[src/rtl/f32_to_f16_rne.sv]
module f32_to_f16_rne #(
  parameter bit OUT_REG = 1'b1
) (
  input  logic        clk,
  input  logic        rst_n,
  input  logic        in_valid,
  input  logic [31:0] in_bits,
  output logic        out_valid,
  output logic [15:0] out_bits
);

  localparam int SE_W      = 8;
  localparam int SM_W      = 23;
  localparam int HE_W      = 5;
  localparam int HM_W      = 10;
  localparam int DROP      = SM_W - HM_W;
  localparam int MIN_NORM  = 113;
  localparam int OVF_EXP   = 143;
  localparam int MAX_EXTRA = 12;
  localparam int SIG_W     = SM_W + 1;
  localparam int WIDE_W    = SIG_W + 26;
  localparam logic [14:0] QNAN_MAG = 15'h7E00;
  localparam logic [14:0] INF_MAG  = 15'h7C00;

  logic            sgn;
  logic [SE_W-1:0] exp_in;
  logic [SM_W-1:0] man_in;
  logic            is_special, is_nan, is_ovf, is_zero;

  assign sgn    = in_bits[31];
  assign exp_in = in_bits[30:23];
  assign man_in = in_bits[22:0];

  assign is_special = (exp_in == 8'hFF);
  assign is_nan     = is_special && (man_in != '0);
  assign is_ovf     = !is_special && (exp_in >= 8'(OVF_EXP));
  assign is_zero    = (exp_in == 8'h00);

  logic [SE_W-1:0] exp_cl;
  logic [4:0]      extra;
  logic [5:0]      shamt;
  logic [HE_W-1:0] exp_fld;

  always_comb begin
    if (exp_in < 8'(MIN_NORM)) begin
      exp_cl = 8'(MIN_NORM);
      if (exp_in <= 8'(MIN_NORM - MAX_EXTRA))
        extra = 5'(MAX_EXTRA);
      else
        extra = 5'(8'(MIN_NORM) - exp_in);
    end else begin
      exp_cl = exp_in;
      extra  = '0;
    end
    shamt   = 6'(DROP) + {1'b0, extra};
    exp_fld = HE_W'(exp_cl - 8'(MIN_NORM));
  end

  logic [SIG_W-1:0]  sig;
  logic [WIDE_W-1:0] wide;
  logic [HM_W:0]     kept;
  logic              guard, sticky, rnd;
  logic [11:0]       man_rnd;
  logic [14:0]       fin_mag;

  assign sig     = {1'b1, man_in};
  assign wide    = {sig, 26'b0} >> shamt;
  assign kept    = wide[36:26];
  assign guard   = wide[25];
  assign sticky  = |wide[24:0];
  assign rnd     = guard && (sticky || kept[0]);
  assign man_rnd = {1'b0, kept} + {11'b0, rnd};
  assign fin_mag = {exp_fld, 10'b0} + {3'b0, man_rnd};

  logic [14:0] mag;
  logic [15:0] res;

  always_comb begin
    if (is_nan)                  mag = QNAN_MAG;
    else if (is_special || is_ovf) mag = INF_MAG;
    else if (is_zero)            mag = '0;
    else                         mag = fin_mag;
  end

  assign res = {sgn, mag};

  generate
    if (OUT_REG) begin : g_reg
      logic        v_q;
      logic [15:0] d_q;
      logic        primed;
      always_ff @(posedge clk or negedge rst_n) begin
        if (!rst_n) begin
          v_q    <= 1'b0;
          d_q    <= '0;
          primed <= 1'b0;
        end else begin
          v_q    <= in_valid;
          d_q    <= res;
          primed <= 1'b1;
        end
      end
      assign out_valid = v_q;
      assign out_bits  = d_q;


      sign_keep_chk: assert property (@(posedge clk) disable iff (!rst_n)
        primed && in_valid |=> out_bits[15] == $past(in_bits[31]));

      valid_lat_chk: assert property (@(posedge clk) disable iff (!rst_n)
        primed |-> out_valid == $past(in_valid));
    end else begin : g_comb
      assign out_valid = in_valid;
      assign out_bits  = res;
    end
  endgenerate


  nan_canon_chk: assert property (@(posedge clk) disable iff (!rst_n)
    (res[14:10] == 5'h1F && res[9:0] != '0) |-> res[9:0] == 10'h200);

  overflow_inf_chk: assert property (@(posedge clk) disable iff (!rst_n)
    in_valid && exp_in >= 8'(OVF_EXP) && exp_in != 8'hFF |-> res[14:0] == INF_MAG);

  tiny_zero_chk: assert property (@(posedge clk) disable iff (!rst_n)
    in_valid && exp_in < 8'd102 |-> res[14:0] == 15'h0);

  subnorm_range_chk: assert property (@(posedge clk) disable iff (!rst_n)
    in_valid && exp_in >= 8'd102 && exp_in < 8'(MIN_NORM) |-> res[14:0] <= 15'h0400);

  finite_bound_chk: assert property (@(posedge clk) disable iff (!rst_n)
    in_valid && exp_in < 8'd142 |-> res[14:10] != 5'h1F);

endmodule

[config.mk]
export PLATFORM = sky130hd
export DESIGN_NAME = f32_to_f16_rne
export DESIGN_NICKNAME = d
export VERILOG_FILES = /design/src/rtl/f32_to_f16_rne.sv
export SDC_FILE = /design/constraint.sdc
export NUM_CORES = 1
export LEC_CHECK = 0
export BUFFER_PORTS_ARGS = -buffer_cell sky130_fd_sc_hd__buf_4
export CAP_MARGIN = 20
export CORE_ASPECT_RATIO = 1.25
export CORE_MARGIN = 3
export CORE_UTILIZATION = 45
export CTS_CLUSTER_SIZE = 24
export DETAILED_ROUTE_END_ITERATION = 10
export PLACE_DENSITY = 0.69
export RECOVER_POWER = 100
export SLEW_MARGIN = 20
export SYNTH_ARGS = -nofsm -noshare
export SYNTH_HDL_FRONTEND = slang
export SYNTH_SLANG_ARGS = --single-unit
[constraint.sdc]
create_clock -name clk -period 0.8 [get_ports clk]
set_input_delay 0.16 -clock clk [delete_from_list [all_inputs] [get_ports clk]]
set_output_delay 0.16 -clock clk [all_outputs]
set_load 0.005 [all_outputs]
==> impl_results.html, run 1 <==
<table>
<tr><th>Metric</th><th>Value</th></tr>
<tr><th colspan="2">Synthesis</th></tr>
<tr><td>Combinational family with the most area after synthesis</td><td>compound AO/OA/AOI/OAI gates</td></tr>
<tr><td>Yosys warnings</td><td>0</td></tr>
<tr><td>Portion of netlist area occupied by mux cells</td><td>under 10%</td></tr>
<tr><td>Adder-cell share of the synthesized area</td><td>2.23%</td></tr>
<tr><td>Dominant cells by area after synthesis</td><td>sky130_fd_sc_hd__dfrtp_1 (19%), sky130_fd_sc_hd__nand2_1 (6.7%), sky130_fd_sc_hd__nor2_1 (5.4%)</td></tr>
<tr><td>Fraction of the mapped netlist area in compound gates</td><td>33.4%</td></tr>
<tr><td>Most instantiated flip-flop cell in the synthesis netlist</td><td>sky130_fd_sc_hd__dfrtp_1</td></tr>
<tr><td>Net count of the mapped netlist</td><td>around 350</td></tr>
<tr><td>Share of flip-flops with an asynchronous set or reset after synthesis</td><td>100%</td></tr>
<tr><td>Post-synthesis sequential element count</td><td>17</td></tr>
<tr><td>Count leader, synth</td><td>sky130_fd_sc_hd__nand2_1</td></tr>
<tr><td>Post-synthesis sequential area ratio</td><td>approximately a fifth</td></tr>
<tr><td>Cell type with the highest aggregate area in the netlist</td><td>sky130_fd_sc_hd__dfrtp_1</td></tr>
<tr><td>Post-Syn Area</td><td>2240 um2</td></tr>
<tr><td>Library cells used by synthesis</td><td>66</td></tr>
<tr><td>Mapped Avg Cell Area</td><td>approximately 7.3 um2</td></tr>
<tr><td>Post-synthesis share of cell area spent on and, or, nand and nor gates</td><td>approximately 32%</td></tr>
<tr><td>Number of cells produced by synthesis</td><td>306</td></tr>
<tr><td>Most frequent cells after synthesis</td><td>sky130_fd_sc_hd__nand2_1 (40), sky130_fd_sc_hd__nor2_1 (32), sky130_fd_sc_hd__nand3_1 (22), sky130_fd_sc_hd__o21ai_0 (18), sky130_fd_sc_hd__dfrtp_1 (17)</td></tr>
<tr><td>Area share of the largest cell type after synthesis</td><td>19.0%</td></tr>
<tr><td>Number of enable-type register cells in the synthesized netlist</td><td>0</td></tr>
<tr><td>Post-Synth XOR/XNOR Area</td><td>around 4.7%</td></tr>
<tr><th colspan="2">Clock network</th></tr>
<tr><td>Root buffer selected by CTS</td><td>sky130_fd_sc_hd__clkbuf_8</td></tr>
<tr><td>Maximum number of buffers from clock root to sink</td><td>2</td></tr>
<tr><td>Number of clock buffers inserted by TritonCTS</td><td>3</td></tr>
<tr><td>Number of sinks handled by clock tree synthesis</td><td>17</td></tr>
<tr><td>H-tree depth</td><td>1</td></tr>
<tr><th colspan="2">Floorplanning</th></tr>
<tr><td>I/O Pins</td><td>52</td></tr>
<tr><td>Effective utilization at floorplan</td><td>47.0%</td></tr>
<tr><td>Die boundary height</td><td>84.9 um</td></tr>
<tr><td>Row count</td><td>28</td></tr>
<tr><td>Die X-Extent</td><td>69.1 um</td></tr>
<tr><th colspan="2">Outcome</th></tr>
<tr><td>Err</td><td>[ERROR DPL-0038] Utilization greater than 100%, impossible to legalize</td></tr>
<tr><td>Terminating stage of the flow</td><td>global routing (5_1_grt)</td></tr>
<tr><td>Status</td><td>did not finish</td></tr>
<tr><th colspan="2">Placement</th></tr>
<tr><td>Detailed placement HPWL</td><td>6.85 mm</td></tr>
<tr><td>Weighted congestion at the end of routability-driven global placement</td><td>~0.97</td></tr>
<tr><td>Total placed instance area</td><td>3540 um2</td></tr>
<tr><td>Placed Instances</td><td>521</td></tr>
<tr><td>Port buffer count</td><td>51</td></tr>
<tr><th colspan="2">STA</th></tr>
<tr><td>WEP type</td><td>register input</td></tr>
<tr><td>Worst EP post-GRT repair</td><td>out_bits[6]$_DFF_PN0_/D</td></tr>
<tr><th colspan="2">Global routing</th></tr>
<tr><td>Pin count of the biggest net entering global routing</td><td>18</td></tr>
</table>
## stage by stage
step / worst slack [ps] / util [%]
floorplan: -1820 / -
global placement: -1910 / 74.3
detailed placement: -1970 / 74.3
CTS: -1450 / 89.3
## kinds of logic after synthesis
group           count (synthesis)
xor+xnor                       12
mux                             4
buf+inv                        26
fa+ha+maj                       4
simple gates                  144
flops                          17
compound gates                 99
## repair_timing
item                                   CTS
buffers inserted                        29
endpoints found under the hold margin   17
gates resized for setup                100
setup endpoints to repair               32
hold buffers                             1
pin swaps                               34
==> run 2, diff against run 1 <==
- CORE_ASPECT_RATIO: 1.25 -> default
- CORE_UTILIZATION: 45 -> 30
- CTS_CLUSTER_SIZE: 24 -> default
- PLACE_DENSITY: 0.69 -> default
- PLACE_DENSITY_LB_ADDON: default -> 0.15
==> run 2 against run 1 <==
Area after synthesis is the same. The flow now finishes, with violations (negative setup slack). Synthesized cell count unchanged.
==> impl_results.html, run 2 <==
<table>
<tr><th>Metric</th><th>Value</th></tr>
<tr><th colspan="2">Drt</th></tr>
<tr><td>Remaining routing DRC violations</td><td>0</td></tr>
<tr><td>Drt first pass iters</td><td>5</td></tr>
<tr><td>Number of vias after detailed routing</td><td>approximately 3000</td></tr>
<tr><td>Overall routed net length</td><td>slightly below 9 mm</td></tr>
<tr><td>Routed wire per std cell</td><td>14.9 um</td></tr>
<tr><td>Antenna-violating nets left</td><td>0</td></tr>
<tr><td>Average vias per placed instance</td><td>5.27</td></tr>
<tr><td>Number of design-rule violations left by the first detailed-router iteration</td><td>121</td></tr>
<tr><th colspan="2">Global routing</th></tr>
<tr><td>Antenna violations before repair</td><td>0</td></tr>
<tr><td>Gr usage total</td><td>between 10% and 20%</td></tr>
<tr><td>Vias in the first global route</td><td>2930</td></tr>
<tr><td>Pin count of the biggest net entering global routing</td><td>18</td></tr>
<tr><td>Global-route congestion overflow total</td><td>0</td></tr>
<tr><td>Global-route wire length before repair</td><td>13.9 mm</td></tr>
<tr><th colspan="2">Cells and area</th></tr>
<tr><td>Post-route standard cell area excluding fillers</td><td>between 4000 and 5000 um2</td></tr>
<tr><td>Flip-flop count of the largest register after layout</td><td>16</td></tr>
<tr><td>Area used by multi-input combinational logic</td><td>1970 um2</td></tr>
<tr><td>Area occupied by registers</td><td>about 430 um2</td></tr>
<tr><td>Synth-to-Final Area Change</td><td>87.0%</td></tr>
<tr><td>Share of final-layout standard cells stronger than drive strength 1</td><td>between 50% and 60%</td></tr>
<tr><td>Top library cells by usage in the layout, fill and taps aside</td><td>sky130_fd_sc_hd__buf_4 (156), sky130_fd_sc_hd__nand2_1 (38), sky130_fd_sc_hd__buf_6 (34)</td></tr>
<tr><td>Post-layout net count</td><td>527</td></tr>
<tr><td>Diodes inserted</td><td>0</td></tr>
<tr><td>Most common library cell in the layout ignoring fill and taps</td><td>sky130_fd_sc_hd__buf_4</td></tr>
<tr><td>Number of fill cells in the layout</td><td>about 660</td></tr>
<tr><th colspan="2">Setup path</th></tr>
<tr><td>CP required</td><td>950 ps</td></tr>
<tr><td>Critical path's largest stage delay</td><td>330 ps</td></tr>
<tr><td>Worst path arrival time</td><td>2520 ps</td></tr>
<tr><td>Launching element type of the critical path</td><td>primary input</td></tr>
<tr><td>Maximum fanout along the worst path</td><td>5</td></tr>
<tr><td>Worst path cell trace</td><td>buf_8, buf_6, o31a_1, nor3_4, buf_4, a211oi_2, nor3_2, a32oi_2, nand2_2, ha_4, o21a_4, a31oi_2, o21a_1, o31ai_2</td></tr>
<tr><td>Kind of end point of the critical path</td><td>flip-flop</td></tr>
<tr><td>Critical-path cell with the highest stage delay</td><td>sky130_fd_sc_hd__o31a_1</td></tr>
<tr><td>CP Class</td><td>in2reg</td></tr>
<tr><th colspan="2">STA</th></tr>
<tr><td>Transition time of the tightest slew-check pin</td><td>475 ps</td></tr>
<tr><td>Final hold violation count</td><td>0</td></tr>
<tr><td>Number of pins with negative max-slew slack in the final report</td><td>0</td></tr>
<tr><td>Relative slew slack</td><td>about two thirds</td></tr>
<tr><td>Setup repair after global routing missed its margin</td><td>true</td></tr>
<tr><td>Period utilisation layout</td><td>296%</td></tr>
<tr><td>Final-layout worst hold slack</td><td>approximately 46 ps</td></tr>
<tr><td>Final Setup Violations</td><td>32</td></tr>
<tr><td>Min Tclk post-route</td><td>2370 ps</td></tr>
<tr><td>Post-layout worst setup margin</td><td>-1570 ps</td></tr>
<tr><td>Maximum clock frequency</td><td>423 MHz</td></tr>
<tr><th colspan="2">Synthesis</th></tr>
<tr><td>Post-synthesis sequential element count</td><td>17</td></tr>
<tr><td>Mapped Avg Cell Area</td><td>7.32 um2</td></tr>
<tr><td>Area share of the largest cell type after synthesis</td><td>approximately a fifth</td></tr>
<tr><td>Post-synthesis sequential area ratio</td><td>19.0%</td></tr>
<tr><td>Cell type with the highest aggregate area in the netlist</td><td>sky130_fd_sc_hd__dfrtp_1</td></tr>
<tr><td>Net count of the mapped netlist</td><td>between 300 and 400</td></tr>
<tr><td>Number of cells produced by synthesis</td><td>306</td></tr>
<tr><td>Share of flip-flops with an asynchronous set or reset after synthesis</td><td>between 90% and 100%</td></tr>
<tr><td>Most frequent cells after synthesis</td><td>sky130_fd_sc_hd__nand2_1 (40), sky130_fd_sc_hd__nor2_1 (32), sky130_fd_sc_hd__nand3_1 (22), sky130_fd_sc_hd__o21ai_0 (18), sky130_fd_sc_hd__dfrtp_1 (17)</td></tr>
<tr><td>Yosys warnings</td><td>0</td></tr>
<tr><td>Dominant cells by area after synthesis</td><td>sky130_fd_sc_hd__dfrtp_1 (19%), sky130_fd_sc_hd__nand2_1 (6.7%), sky130_fd_sc_hd__nor2_1 (5.4%)</td></tr>
<tr><td>Library cells used by synthesis</td><td>66</td></tr>
<tr><td>Count leader, synth</td><td>sky130_fd_sc_hd__nand2_1</td></tr>
<tr><td>Number of enable-type register cells in the synthesized netlist</td><td>0</td></tr>
<tr><td>Most instantiated flip-flop cell in the synthesis netlist</td><td>sky130_fd_sc_hd__dfrtp_1</td></tr>
<tr><td>Post-Syn Area</td><td>2240 um2</td></tr>
<tr><th colspan="2">Pwr</th></tr>
<tr><td>Reported leakage power</td><td>0.00186 uW</td></tr>
<tr><td>Maximum VDD drop</td><td>approximately 0.47 mV</td></tr>
<tr><td>Power density over cell area</td><td>953 nW/um2</td></tr>
<tr><th colspan="2">Floorplanning</th></tr>
<tr><td>Die X-Extent</td><td>92.4 um</td></tr>
<tr><td>Die boundary height</td><td>92.4 um</td></tr>
<tr><td>Row count</td><td>30</td></tr>
<tr><td>Overall die area</td><td>8540 um2</td></tr>
<tr><td>Core area</td><td>between 7000 and 8000 um2</td></tr>
<tr><td>Effective utilization at floorplan</td><td>31.9%</td></tr>
<tr><td>I/O Pins</td><td>between 50 and 60</td></tr>
<tr><th colspan="2">Clock network</th></tr>
<tr><td>Number of sinks handled by clock tree synthesis</td><td>17</td></tr>
<tr><td>TritonCTS clock tree</td><td>done</td></tr>
<tr><td>H-tree depth</td><td>1</td></tr>
<tr><td>Clock transition at path regs</td><td>~60 ps</td></tr>
<tr><td>Number of clock buffers inserted by TritonCTS</td><td>3</td></tr>
<tr><td>Maximum number of buffers from clock root to sink</td><td>2</td></tr>
<tr><td>Root buffer selected by CTS</td><td>sky130_fd_sc_hd__clkbuf_8</td></tr>
<tr><th colspan="2">Placement</th></tr>
<tr><td>Total placed instance area</td><td>3610 um2</td></tr>
<tr><td>Weighted congestion at the end of routability-driven global placement</td><td>roughly 0.95</td></tr>
<tr><td>Detailed placement HPWL</td><td>just under 7 mm</td></tr>
<tr><td>Port buffer count</td><td>51</td></tr>
<tr><th colspan="2">Outcome</th></tr>
<tr><td>Status</td><td>complete, but fails checks</td></tr>
<tr><td>Failing checks</td><td>negative setup slack</td></tr>
<tr><th colspan="2">Worst hold path</th></tr>
<tr><td>Kind of path behind the tightest hold check</td><td>in2reg</td></tr>
<tr><th colspan="2">Flow run</th></tr>
<tr><td>Max-cap violations</td><td>0</td></tr>
</table>
-- run 2: cell counts after synthesis --
Identical to the previous run, type by type.
-- run 2: worst paths after layout --
kind / start / endpoint / slack (ps) / cells past startpoint
max: in_bits[26] / out_bits[12] / -1570 / 14
min: in_bits[31] / out_bits[15] / 50 / 1
max in group asynchronous: rst_n / out_valid / 150 / 2
min in group asynchronous: rst_n / out_bits[6] / 370 / 2
-- run 2: cell families after synthesis --
family | after synthesis | share of synthesized area, %
compound gates | 99 | 33.4
simple gates | 144 | 32.1
buf+inv | 26 | 6.70
fa+ha+maj | 4 | 2.23
flops | 17 | 19.0
xor+xnor | 12 | 4.69
mux | 4 | 1.84
-- run 2: where the power goes --
part / internal (uW) / switching (uW) / leakage [uW]
clock network: 352 / 251 / 0.0000228
logic: 1320 / 1080 / 0.00163
registers: 957 / 41.4 / 0.000207
-- run 2: cell type report --
type                    count  share of cell area [%]
well taps                  96                    2.87
multi-input cells         263                    47.0
clock buffers               4                    1.08
flip-flops and latches     17                    10.2
repair buffers            195                    38.2
inverters                   8                   0.717
-- run 2: repair_timing --
action	4_1_cts	5_1_grt
resized for setup	67	21
setup buffers	13	4
hold buffers	1	0
hold endpoints to repair	17	0
pin swaps	26	8
setup endpoints to repair	32	32
-- run 2: critical path: cells and delay by family --
family          cells  cell delay [ps]
simple gates        3              630
compound gates      7             1180
fa+ha+maj           1              140
buf+inv             3              390
-- run 2: per-stage QoR --
stage / worst slack [ps] / total power (uW) / utilization, % / cells / TNS, ps
after floorplan: -1820 / 1920 / - / 306 / -23500
after global placement: -1950 / 2960 / 51.5 / 562 / -26520
after detailed placement: -1980 / 2980 / 51.5 / 562 / -26760
after CTS: -1570 / 3880 / 57.7 / 579 / -23020
after global routing: -1670 / 4250 / 59.7 / 583 / -25100
final: -1570 / 3990 / 59.7 / 583 / -22900
-- run 2: routing by layer --
metal	up-vias	part of all wire [%]	global-route usage, %	wire (um)
met5	-	0	0	0
met4	0	2.8	7.30	240
met3	19	4.7	1.22	410
met2	99	49	34.0	4240
met1	1437	44	25.7	3800
li1	1516	-	-	-
Power figures use the tool's default switching activity.
